**config.mk**
```make
export PLATFORM = sky130hd
export DESIGN_NAME = flash_cmd_seq
export DESIGN_NICKNAME = d
export VERILOG_FILES = /design/src/rtl/fseq_pkg.sv /design/src/rtl/fseq_dp.sv /design/src/rtl/fseq_ctrl.sv /design/src/rtl/flash_cmd_seq.sv
export SDC_FILE = /design/constraint.sdc
export NUM_CORES = 1
export LEC_CHECK = 0
export ABC_AREA = 1
export BUFFER_PORTS_ARGS = -buffer_cell sky130_fd_sc_hd__buf_2
export CAP_MARGIN = 20
export CORE_ASPECT_RATIO = 1.5
export CORE_UTILIZATION = 52
export CTS_CLUSTER_DIAMETER = 120
export DETAILED_ROUTE_END_ITERATION = 10
export PLACE_DENSITY_LB_ADDON = 0.05
export SLEW_MARGIN = 20
export SYNTH_ARGS = -nofsm -noshare
export SYNTH_HDL_FRONTEND = slang
export SYNTH_HIERARCHICAL = 1
export SYNTH_SLANG_ARGS = --single-unit
```
**constraint.sdc**
```tcl
create_clock -name clk -period 4 [get_ports clk]
set_clock_uncertainty 0.15 [all_clocks]
set_input_delay 0.8 -clock clk [delete_from_list [all_inputs] [get_ports clk]]
set_output_delay 0.8 -clock clk [all_outputs]
set_load 0.005 [all_outputs]
```
**src/rtl/fseq_pkg.sv**
```systemverilog
package fseq_pkg;

  typedef enum logic [3:0] {
    ST_IDLE,   // read array, waiting for first unlock
    ST_UNL1,   // first unlock seen
    ST_CMD,    // command cycle
    ST_PDATA,  // program armed, next write is data
    ST_AUTO,   // identifier mode
    ST_EUNL0,  // erase: second unlock, first half
    ST_EUNL1,  // erase: second unlock, second half
    ST_ECMD,   // erase: choose chip or sector
    ST_ERASE,  // erase running
    ST_CFIRD,  // query mode entered from read array
    ST_CFIAS   // query mode entered from identifier mode
  } seqStateT;

  typedef enum logic [1:0] {
    MODE_ARRAY  = 2'd0,
    MODE_IDENT  = 2'd1,
    MODE_QUERY  = 2'd2,
    MODE_STATUS = 2'd3
  } modeT;

  typedef struct packed {
    logic unl0;
    logic unl1;
    logic query;
  } addrHitT;

  typedef struct packed {
    logic prog;
    logic chip;
    logic sector;
  } stbT;

  function automatic int laneShift(input int busBytes);
    return (busBytes >= 4) ? 2 : (busBytes == 2) ? 1 : 0;
  endfunction

endpackage

```
**src/rtl/fseq_dp.sv**
```systemverilog
module fseq_dp import fseq_pkg::*; #(
  parameter int ADDR_W = 24,
  parameter int DATA_W = 16,
  parameter int LANE_SH = 1,
  parameter int WA_W = 23,
  parameter int SECTOR_LOG2 = 15,
  parameter int SEC_W = 8,
  parameter logic [10:0] UNLOCK0 = 11'h555,
  parameter logic [10:0] UNLOCK1 = 11'h2AA
) (
  input  logic              clk,
  input  logic              rst,
  input  logic [ADDR_W-1:0] byteAddr,
  input  logic [DATA_W-1:0] wrData,
  input  logic [DATA_W-1:0] memData,
  input  stbT               stb,
  output addrHitT           hit,
  output logic              progReq,
  output logic [WA_W-1:0]   progAddr,
  output logic [DATA_W-1:0] progData,
  output logic              chipEraseReq,
  output logic              sectorEraseReq,
  output logic [SEC_W-1:0]  eraseSector
);

  localparam logic [10:0] QUERY_WORD = 11'h055;

  logic [WA_W-1:0] wordAddr;

  generate
    if (LANE_SH == 0) begin : g_byteBus
      assign wordAddr = byteAddr;
    end else begin : g_wideBus
      logic [LANE_SH-1:0] unusedLane;
      assign unusedLane = byteAddr[LANE_SH-1:0];
      assign wordAddr   = byteAddr[ADDR_W-1:LANE_SH];
    end
  endgenerate

  assign hit.unl0  = (wordAddr[10:0] == UNLOCK0);
  assign hit.unl1  = (wordAddr[10:0] == UNLOCK1);
  assign hit.query = (wordAddr[10:0] == QUERY_WORD);

  always_ff @(posedge clk) begin
    if (rst) begin
      progReq        <= 1'b0;
      chipEraseReq   <= 1'b0;
      sectorEraseReq <= 1'b0;
      progAddr       <= '0;
      progData       <= '0;
      eraseSector    <= '0;
    end else begin
      progReq        <= stb.prog;
      chipEraseReq   <= stb.chip;
      sectorEraseReq <= stb.sector;
      if (stb.prog) begin
        progAddr <= wordAddr;
        progData <= memData & wrData;
      end
      if (stb.sector) begin
        eraseSector <= wordAddr[WA_W-1:SECTOR_LOG2];
      end
    end
  end


  req_onehot_chk: assert property (@(posedge clk) disable iff (rst)
    $onehot0({progReq, chipEraseReq, sectorEraseReq}));


  prog_pulse_chk: assert property (@(posedge clk) disable iff (rst)
    progReq |=> !progReq);


  prog_clears_only_chk: assert property (@(posedge clk) disable iff (rst)
    progReq |-> ((progData & ~$past(memData)) == '0));

endmodule

```
**src/rtl/fseq_ctrl.sv**
```systemverilog
module fseq_ctrl import fseq_pkg::*; (
  input  logic       clk,
  input  logic       rst,
  input  logic       wrEn,
  input  logic       eraseDone,
  input  logic [7:0] cmdByte,
  input  addrHitT    hit,
  output stbT        stb,
  output logic       bypassOn,
  output modeT       mode
);

  seqStateT state, nxtState;
  logic     bypass, nxtBypass;
  logic     doClear;

  always_comb begin
    nxtState  = state;
    nxtBypass = bypass;
    stb       = '0;
    doClear   = 1'b0;
    if (state == ST_ERASE && eraseDone) begin
      nxtState = bypass ? ST_CMD : ST_IDLE;
    end else if (wrEn) begin
      if (cmdByte == 8'hF0 && state != ST_PDATA && state != ST_ERASE) begin
        if (state == ST_CFIAS) nxtState = ST_AUTO;
        else                   doClear  = 1'b1;
      end else begin
        case (state)
          ST_IDLE: begin
            if (hit.query && cmdByte == 8'h98)     nxtState = ST_CFIRD;
            else if (hit.unl0 && cmdByte == 8'hAA) nxtState = ST_UNL1;
            else                                   doClear  = 1'b1;
          end
          ST_UNL1: begin
            if (hit.unl1 && cmdByte == 8'h55) nxtState = ST_CMD;
            else                              doClear  = 1'b1;
          end
          ST_CMD: begin
            if (!bypass && !hit.unl0) doClear = 1'b1;
            else begin
              case (cmdByte)
                8'h20:   nxtBypass = 1'b1;
                8'h80:   nxtState  = ST_EUNL0;
                8'h90:   nxtState  = ST_AUTO;
                8'hA0:   nxtState  = ST_PDATA;
                default: doClear   = 1'b1;
              endcase
            end
          end
          ST_PDATA: begin
            stb.prog = 1'b1;
            nxtState = bypass ? ST_CMD : ST_IDLE;
          end
          ST_AUTO: begin
            if (bypass && cmdByte == 8'h00)        doClear  = 1'b1;
            else if (hit.query && cmdByte == 8'h98) nxtState = ST_CFIAS;
            else                                    doClear  = 1'b1;
          end
          ST_EUNL0: begin
            if (hit.unl0 && cmdByte == 8'hAA) nxtState = ST_EUNL1;
            else                              doClear  = 1'b1;
          end
          ST_EUNL1: begin
            if (hit.unl1 && cmdByte == 8'h55) nxtState = ST_ECMD;
            else                              doClear  = 1'b1;
          end
          ST_ECMD: begin
            if (cmdByte == 8'h10 && hit.unl0) begin
              stb.chip = 1'b1;
              nxtState = ST_ERASE;
            end else if (cmdByte == 8'h30) begin
              stb.sector = 1'b1;
              nxtState   = ST_ERASE;
            end else begin
              doClear = 1'b1;
            end
          end
          ST_ERASE: ;
          default: doClear = 1'b1;
        endcase
      end
    end
    if (doClear) begin
      nxtState  = ST_IDLE;
      nxtBypass = 1'b0;
    end
  end

  always_ff @(posedge clk) begin
    if (rst) begin
      state  <= ST_IDLE;
      bypass <= 1'b0;
    end else begin
      state  <= nxtState;
      bypass <= nxtBypass;
    end
  end

  always_comb begin
    case (state)
      ST_AUTO:            mode = MODE_IDENT;
      ST_CFIRD, ST_CFIAS: mode = MODE_QUERY;
      ST_PDATA, ST_ERASE: mode = MODE_STATUS;
      default:            mode = MODE_ARRAY;
    endcase
  end

  assign bypassOn = bypass;


  erase_hold_chk: assert property (@(posedge clk) disable iff (rst)
    (state == ST_ERASE && !eraseDone) |=> (state == ST_ERASE));


  bypass_state_chk: assert property (@(posedge clk) disable iff (rst)
    bypass |-> !(state inside {ST_IDLE, ST_UNL1, ST_CFIRD}));


  unlock_fail_chk: assert property (@(posedge clk) disable iff (rst)
    (state == ST_UNL1 && wrEn && !hit.unl1) |=> (state == ST_IDLE && !bypass));


  query_return_chk: assert property (@(posedge clk) disable iff (rst)
    (state == ST_CFIAS && wrEn && cmdByte == 8'hF0) |=> (state == ST_AUTO));

endmodule

```
**src/rtl/flash_cmd_seq.sv**
```systemverilog
module flash_cmd_seq import fseq_pkg::*; #(
  parameter int BUS_BYTES = 2,
  parameter int ADDR_W = 24,
  parameter int SECTOR_LOG2 = 15,
  parameter logic [10:0] UNLOCK0 = 11'h555,
  parameter logic [10:0] UNLOCK1 = 11'h2AA,
  localparam int DATA_W = 8 * BUS_BYTES,
  localparam int LANE_SH = laneShift(BUS_BYTES),
  localparam int WA_W = ADDR_W - LANE_SH,
  localparam int SEC_W = WA_W - SECTOR_LOG2
) (
  input  logic              clk,
  input  logic              rst,
  input  logic              wrEn,
  input  logic [ADDR_W-1:0] byteAddr,
  input  logic [DATA_W-1:0] wrData,
  input  logic [DATA_W-1:0] memData,
  input  logic              eraseDone,
  output logic [1:0]        mode,
  output logic              bypassOn,
  output logic              progReq,
  output logic [WA_W-1:0]   progAddr,
  output logic [DATA_W-1:0] progData,
  output logic              chipEraseReq,
  output logic              sectorEraseReq,
  output logic [SEC_W-1:0]  eraseSector
);

  addrHitT hit;
  stbT     stb;
  modeT    modeSig;

  fseq_ctrl u_ctrl (
    .clk      (clk),
    .rst      (rst),
    .wrEn     (wrEn),
    .eraseDone(eraseDone),
    .cmdByte  (wrData[7:0]),
    .hit      (hit),
    .stb      (stb),
    .bypassOn (bypassOn),
    .mode     (modeSig)
  );

  fseq_dp #(
    .ADDR_W     (ADDR_W),
    .DATA_W     (DATA_W),
    .LANE_SH    (LANE_SH),
    .WA_W       (WA_W),
    .SECTOR_LOG2(SECTOR_LOG2),
    .SEC_W      (SEC_W),
    .UNLOCK0    (UNLOCK0),
    .UNLOCK1    (UNLOCK1)
  ) u_dp (
    .clk           (clk),
    .rst           (rst),
    .byteAddr      (byteAddr),
    .wrData        (wrData),
    .memData       (memData),
    .stb           (stb),
    .hit           (hit),
    .progReq       (progReq),
    .progAddr      (progAddr),
    .progData      (progData),
    .chipEraseReq  (chipEraseReq),
    .sectorEraseReq(sectorEraseReq),
    .eraseSector   (eraseSector)
  );

  assign mode = modeSig;

endmodule

```
==> metrics.md <==
| Metric | Value |
|---|---|
| Status | finished clean |
| Worst EP required | 3.05 ns |
| Highest-delay cell along the critical path | dfxtp_1 |
| FILL cells | between 500 and 600 |
| Arr. time, crit path | 1.62 ns |
| Unrepaired setup endpoints after global routing | false |
| Synth Cell Area | 0.002778 sq mm |
| CTS tree | built |
| Gr usage total | 0.2417 |
| Static Leak | 1.701 nW |
| Max transition margin | 0.4717 |
| Max VDD drop | 193.3 uV |
| Nets@finish | 550 |
| Via count | 2790 |
| Gr ovfl total | 0 |
| Register area share after synthesis | 0.3964 |
| Drt first-iter violations | 155 |
| Hold_sp | u_dp/progData[15] |
| Area of the multi-input gates | about 0.0014 sq mm |
| Post-synth cell types | 31 |
| Max frequency | 0.3895 GHz |
| Clk slew on worst S/H paths | 0.09 ns |
| Worst Hold Path EP | u_dp/progData[15] |
| Synthesized flop and latch total | 55 |
| Cell Pwr Density | between 200 and 300 mW/mm^2 |
| Final Hold Viols | 0 |
| Clk sinks | 55 |
| Share of layout cells above drive strength 1 | 0.3564 |
| HPWL after DPL | 5022 um |
| Final setup fails | 0 |
| First-pass GRT wire length | ~10000 um |
| Post-synth net total | 444 |
| Vias per cell | ~5.0 |
| Critical path's top delay family | simple AND/OR/NAND/NOR gates |
| Initial Utilization | 0.5420 |
| Worst Hold Class | reg2reg |
| Hold_buf cts | 0 |
| Register area | 0.001101 sq mm |
| # DRC | 0 |
| Largest net degree at the start of global routing | 49 |
| Crit path time final | about 2.6 ns |
| Layout Utilization | 0.6631 |
| Critical path cell sequence | nand2_1 > inv_1 > nand2_2 > nand2_4 > or2_2 > buf_2 |
| Crit Path Max Fanout | 8 |
| Die X | 61.68 um |
| Number of top-level pins | 113 |
| Skew-Pair Late Insertion Delay | 0.31 ns |
| FP Rows | 32 |
| Commonest non-fill, non-tap cell in the layout | buf_2 |
| Area grow syn2layout | 22.34% |
| Startpoint Class | flip-flop |
| R2R cell count | 13 |
| Fin crit share | 0.6419 |
| Post-CTS Setup Inserts | 0 |
| Most frequent cells in the layout | buf_2, nor2_1, nand2_1 |
| DIE HEIGHT | 91.52 um |
| Post-route antenna net violation count | 0 |
| Tightest Pin Transition | 0.7914 ns |
| PortBufs | 111 |
| Setup slack after layout | 1.433 ns |
| Mapped Avg Cell Area | a little over 7 sq um |
| Routed wire per std cell | approximately 12 um |
| Antenna violations before repair | 0 |
| Slew Viols, Final | 0 |
| Crit path capture type | primary output |
| Total Neg Setup Slack | 0 ns |
| Synth warn | 6 |
| Clock Path Buffers | 2 |
| Total CTS buffers | 5 |
| Clock Tree Root | clkbuf_8 |
| CP Class | reg2out |
| Vias in the first global route | roughly 2500 |
| Routability cong. | 0.8959 |
| Core area | 0.005125 sq mm |
| Reg2Reg Setup Slack | 1.47 ns |
| CP bufs+invs | 2 |
| Dpl ws | 1.164 ns |
| Critical Path Max Stage Delay | 0.39 ns |
| Min-Delay Path Depth | 2 |
| Total Routed Length | 6623 um |
| RR Endpoint | u_dp/eraseSector[4] |
| Initial DRT Pass Iterations | 5 |
| Antenna diode count | 0 |
| Die area | 0.005644 sq mm |
| Post-synthesis cell count | 384 |
| Fin Hold WS | 0.3274 ns |
| Max cap viols | 0 |
| H-Tree Depth | 2 |
| FF-to-FF Start | u_ctrl/state[1] |
| Post-CTS sizing | 0 |
-- synthesized netlist by cell type --
| library cell | instances | area share |
|---|---|---|
| a21oi_1 | 9 | 0.016 |
| a21oi_2 | 9 | 0.028 |
| a41oi_1 | 1 | 0.0032 |
| buf_2 | 2 | 0.0036 |
| buf_4 | 2 | 0.0054 |
| buf_6 | 8 | 0.032 |
| buf_8 | 1 | 0.0054 |
| dfxtp_1 | 55 | 0.40 |
| inv_1 | 29 | 0.039 |
| inv_2 | 10 | 0.014 |
| inv_4 | 1 | 0.0023 |
| nand2_1 | 61 | 0.082 |
| nand2_2 | 9 | 0.020 |
| nand2_4 | 3 | 0.012 |
| nand3_1 | 33 | 0.059 |
| nand3_2 | 2 | 0.0072 |
| nand4_1 | 2 | 0.0045 |
| nand4_4 | 1 | 0.0077 |
| nor2_1 | 74 | 0.10 |
| nor2_2 | 9 | 0.020 |
| nor2_4 | 2 | 0.0081 |
| nor2_8 | 2 | 0.014 |
| nor3_1 | 3 | 0.0054 |
| nor3_2 | 1 | 0.0036 |
| nor3b_1 | 1 | 0.0027 |
| o21ai_0 | 18 | 0.032 |
| o21ai_1 | 28 | 0.050 |
| o21ai_2 | 5 | 0.016 |
| o22ai_1 | 1 | 0.0023 |
| o31ai_1 | 1 | 0.0027 |
| or2_2 | 1 | 0.0023 |
-- kinds of logic (layout without fill, tap and decap cells) --
group / after synthesis / in the layout / share of synthesized area
buffers and inverters: 53 / 160 / 0.1018
DFF: 55 / 55 / 0.3964
and+or+nand+nor: 204 / 204 / 0.3504
AOI/OAI and AO/OA: 72 / 72 / 0.1514
-- registers in the layout, summed over array words and instances, names as in the netlist --
| register | count |
|---|---|
| u_dp/progAddr | 23 |
| u_dp/progData | 16 |
| u_dp/progReq | 1 |
| u_dp/chipEraseReq | 1 |
| u_ctrl/bypassOn | 1 |
| u_dp/sectorEraseReq | 1 |
| u_ctrl/state | 4 |
| u_dp/eraseSector | 8 |
-- power by group --
part	switching [W]	internal (W)
clock network	0.000177	0.000142
registers	0.0000000144	0.000547
logic	0.0000421	0.0000298
-- through the flow --
stage	cells	total power, W	instance area (sq um)
floorplan	384	0.0005951	2778
global placement	551	0.0006306	3303
detailed placement	551	0.0006315	3303
CTS	559	0.0009505	3398
global route	559	0.0009806	3398
finish	559	0.0009383	3398
-- layout make-up --
cell class                      instances  share of cell area
Tap cell                               68             0.02504
Clock inverter                          1            0.002577
Clock buffer                            7             0.02541
Multi-Input combinational cell        276              0.4124
Sequential cell                        55              0.3240
Inverter                               40             0.04492
Timing Repair Buffer                  112              0.1657
-- layer usage --
layer	GRT usage	wire length [um]	vias to the layer above
met5	0	0	-
met2	0.4113	3310	96
li1	-	-	1445
met3	0.04131	341	18
met1	0.2841	2778	1231
met4	0.1037	193	0
-- worst max-delay path by stage --
| stage | startpoint | end | slack [ns] | depth (start not counted) |
|---|---|---|---|---|
| after floorplan | wrData[3] | u_dp/eraseSector[7] | 1.71 | 13 |
| after global placement | wrData[3] | u_dp/eraseSector[6] | 1.23 | 14 |
| after detailed placement | wrData[3] | u_dp/eraseSector[4] | 1.16 | 14 |
| after CTS | u_ctrl/state[1] | mode[0] | 1.44 | 6 |
| after global routing | u_ctrl/state[1] | u_dp/eraseSector[7] | 1.21 | 13 |
| final | u_ctrl/state[1] | mode[0] | 1.43 | 6 |
-- worst reg2reg max path, stage by stage (launching register included) --
cell	delay, ns
dfxtp_1	0.49
nand2_1	0.17
inv_1	0.13
nand2_2	0.11
nand2_4	0.14
nor2_8	0.06
nor2_8	0.09
inv_2	0.07
nor2_4	0.10
nand2_1	0.09
nor3_2	0.44
inv_2	0.19
nor2_1	0.14
nor2_1	0.06
Note: power is estimated with default switching activity, not from simulation.
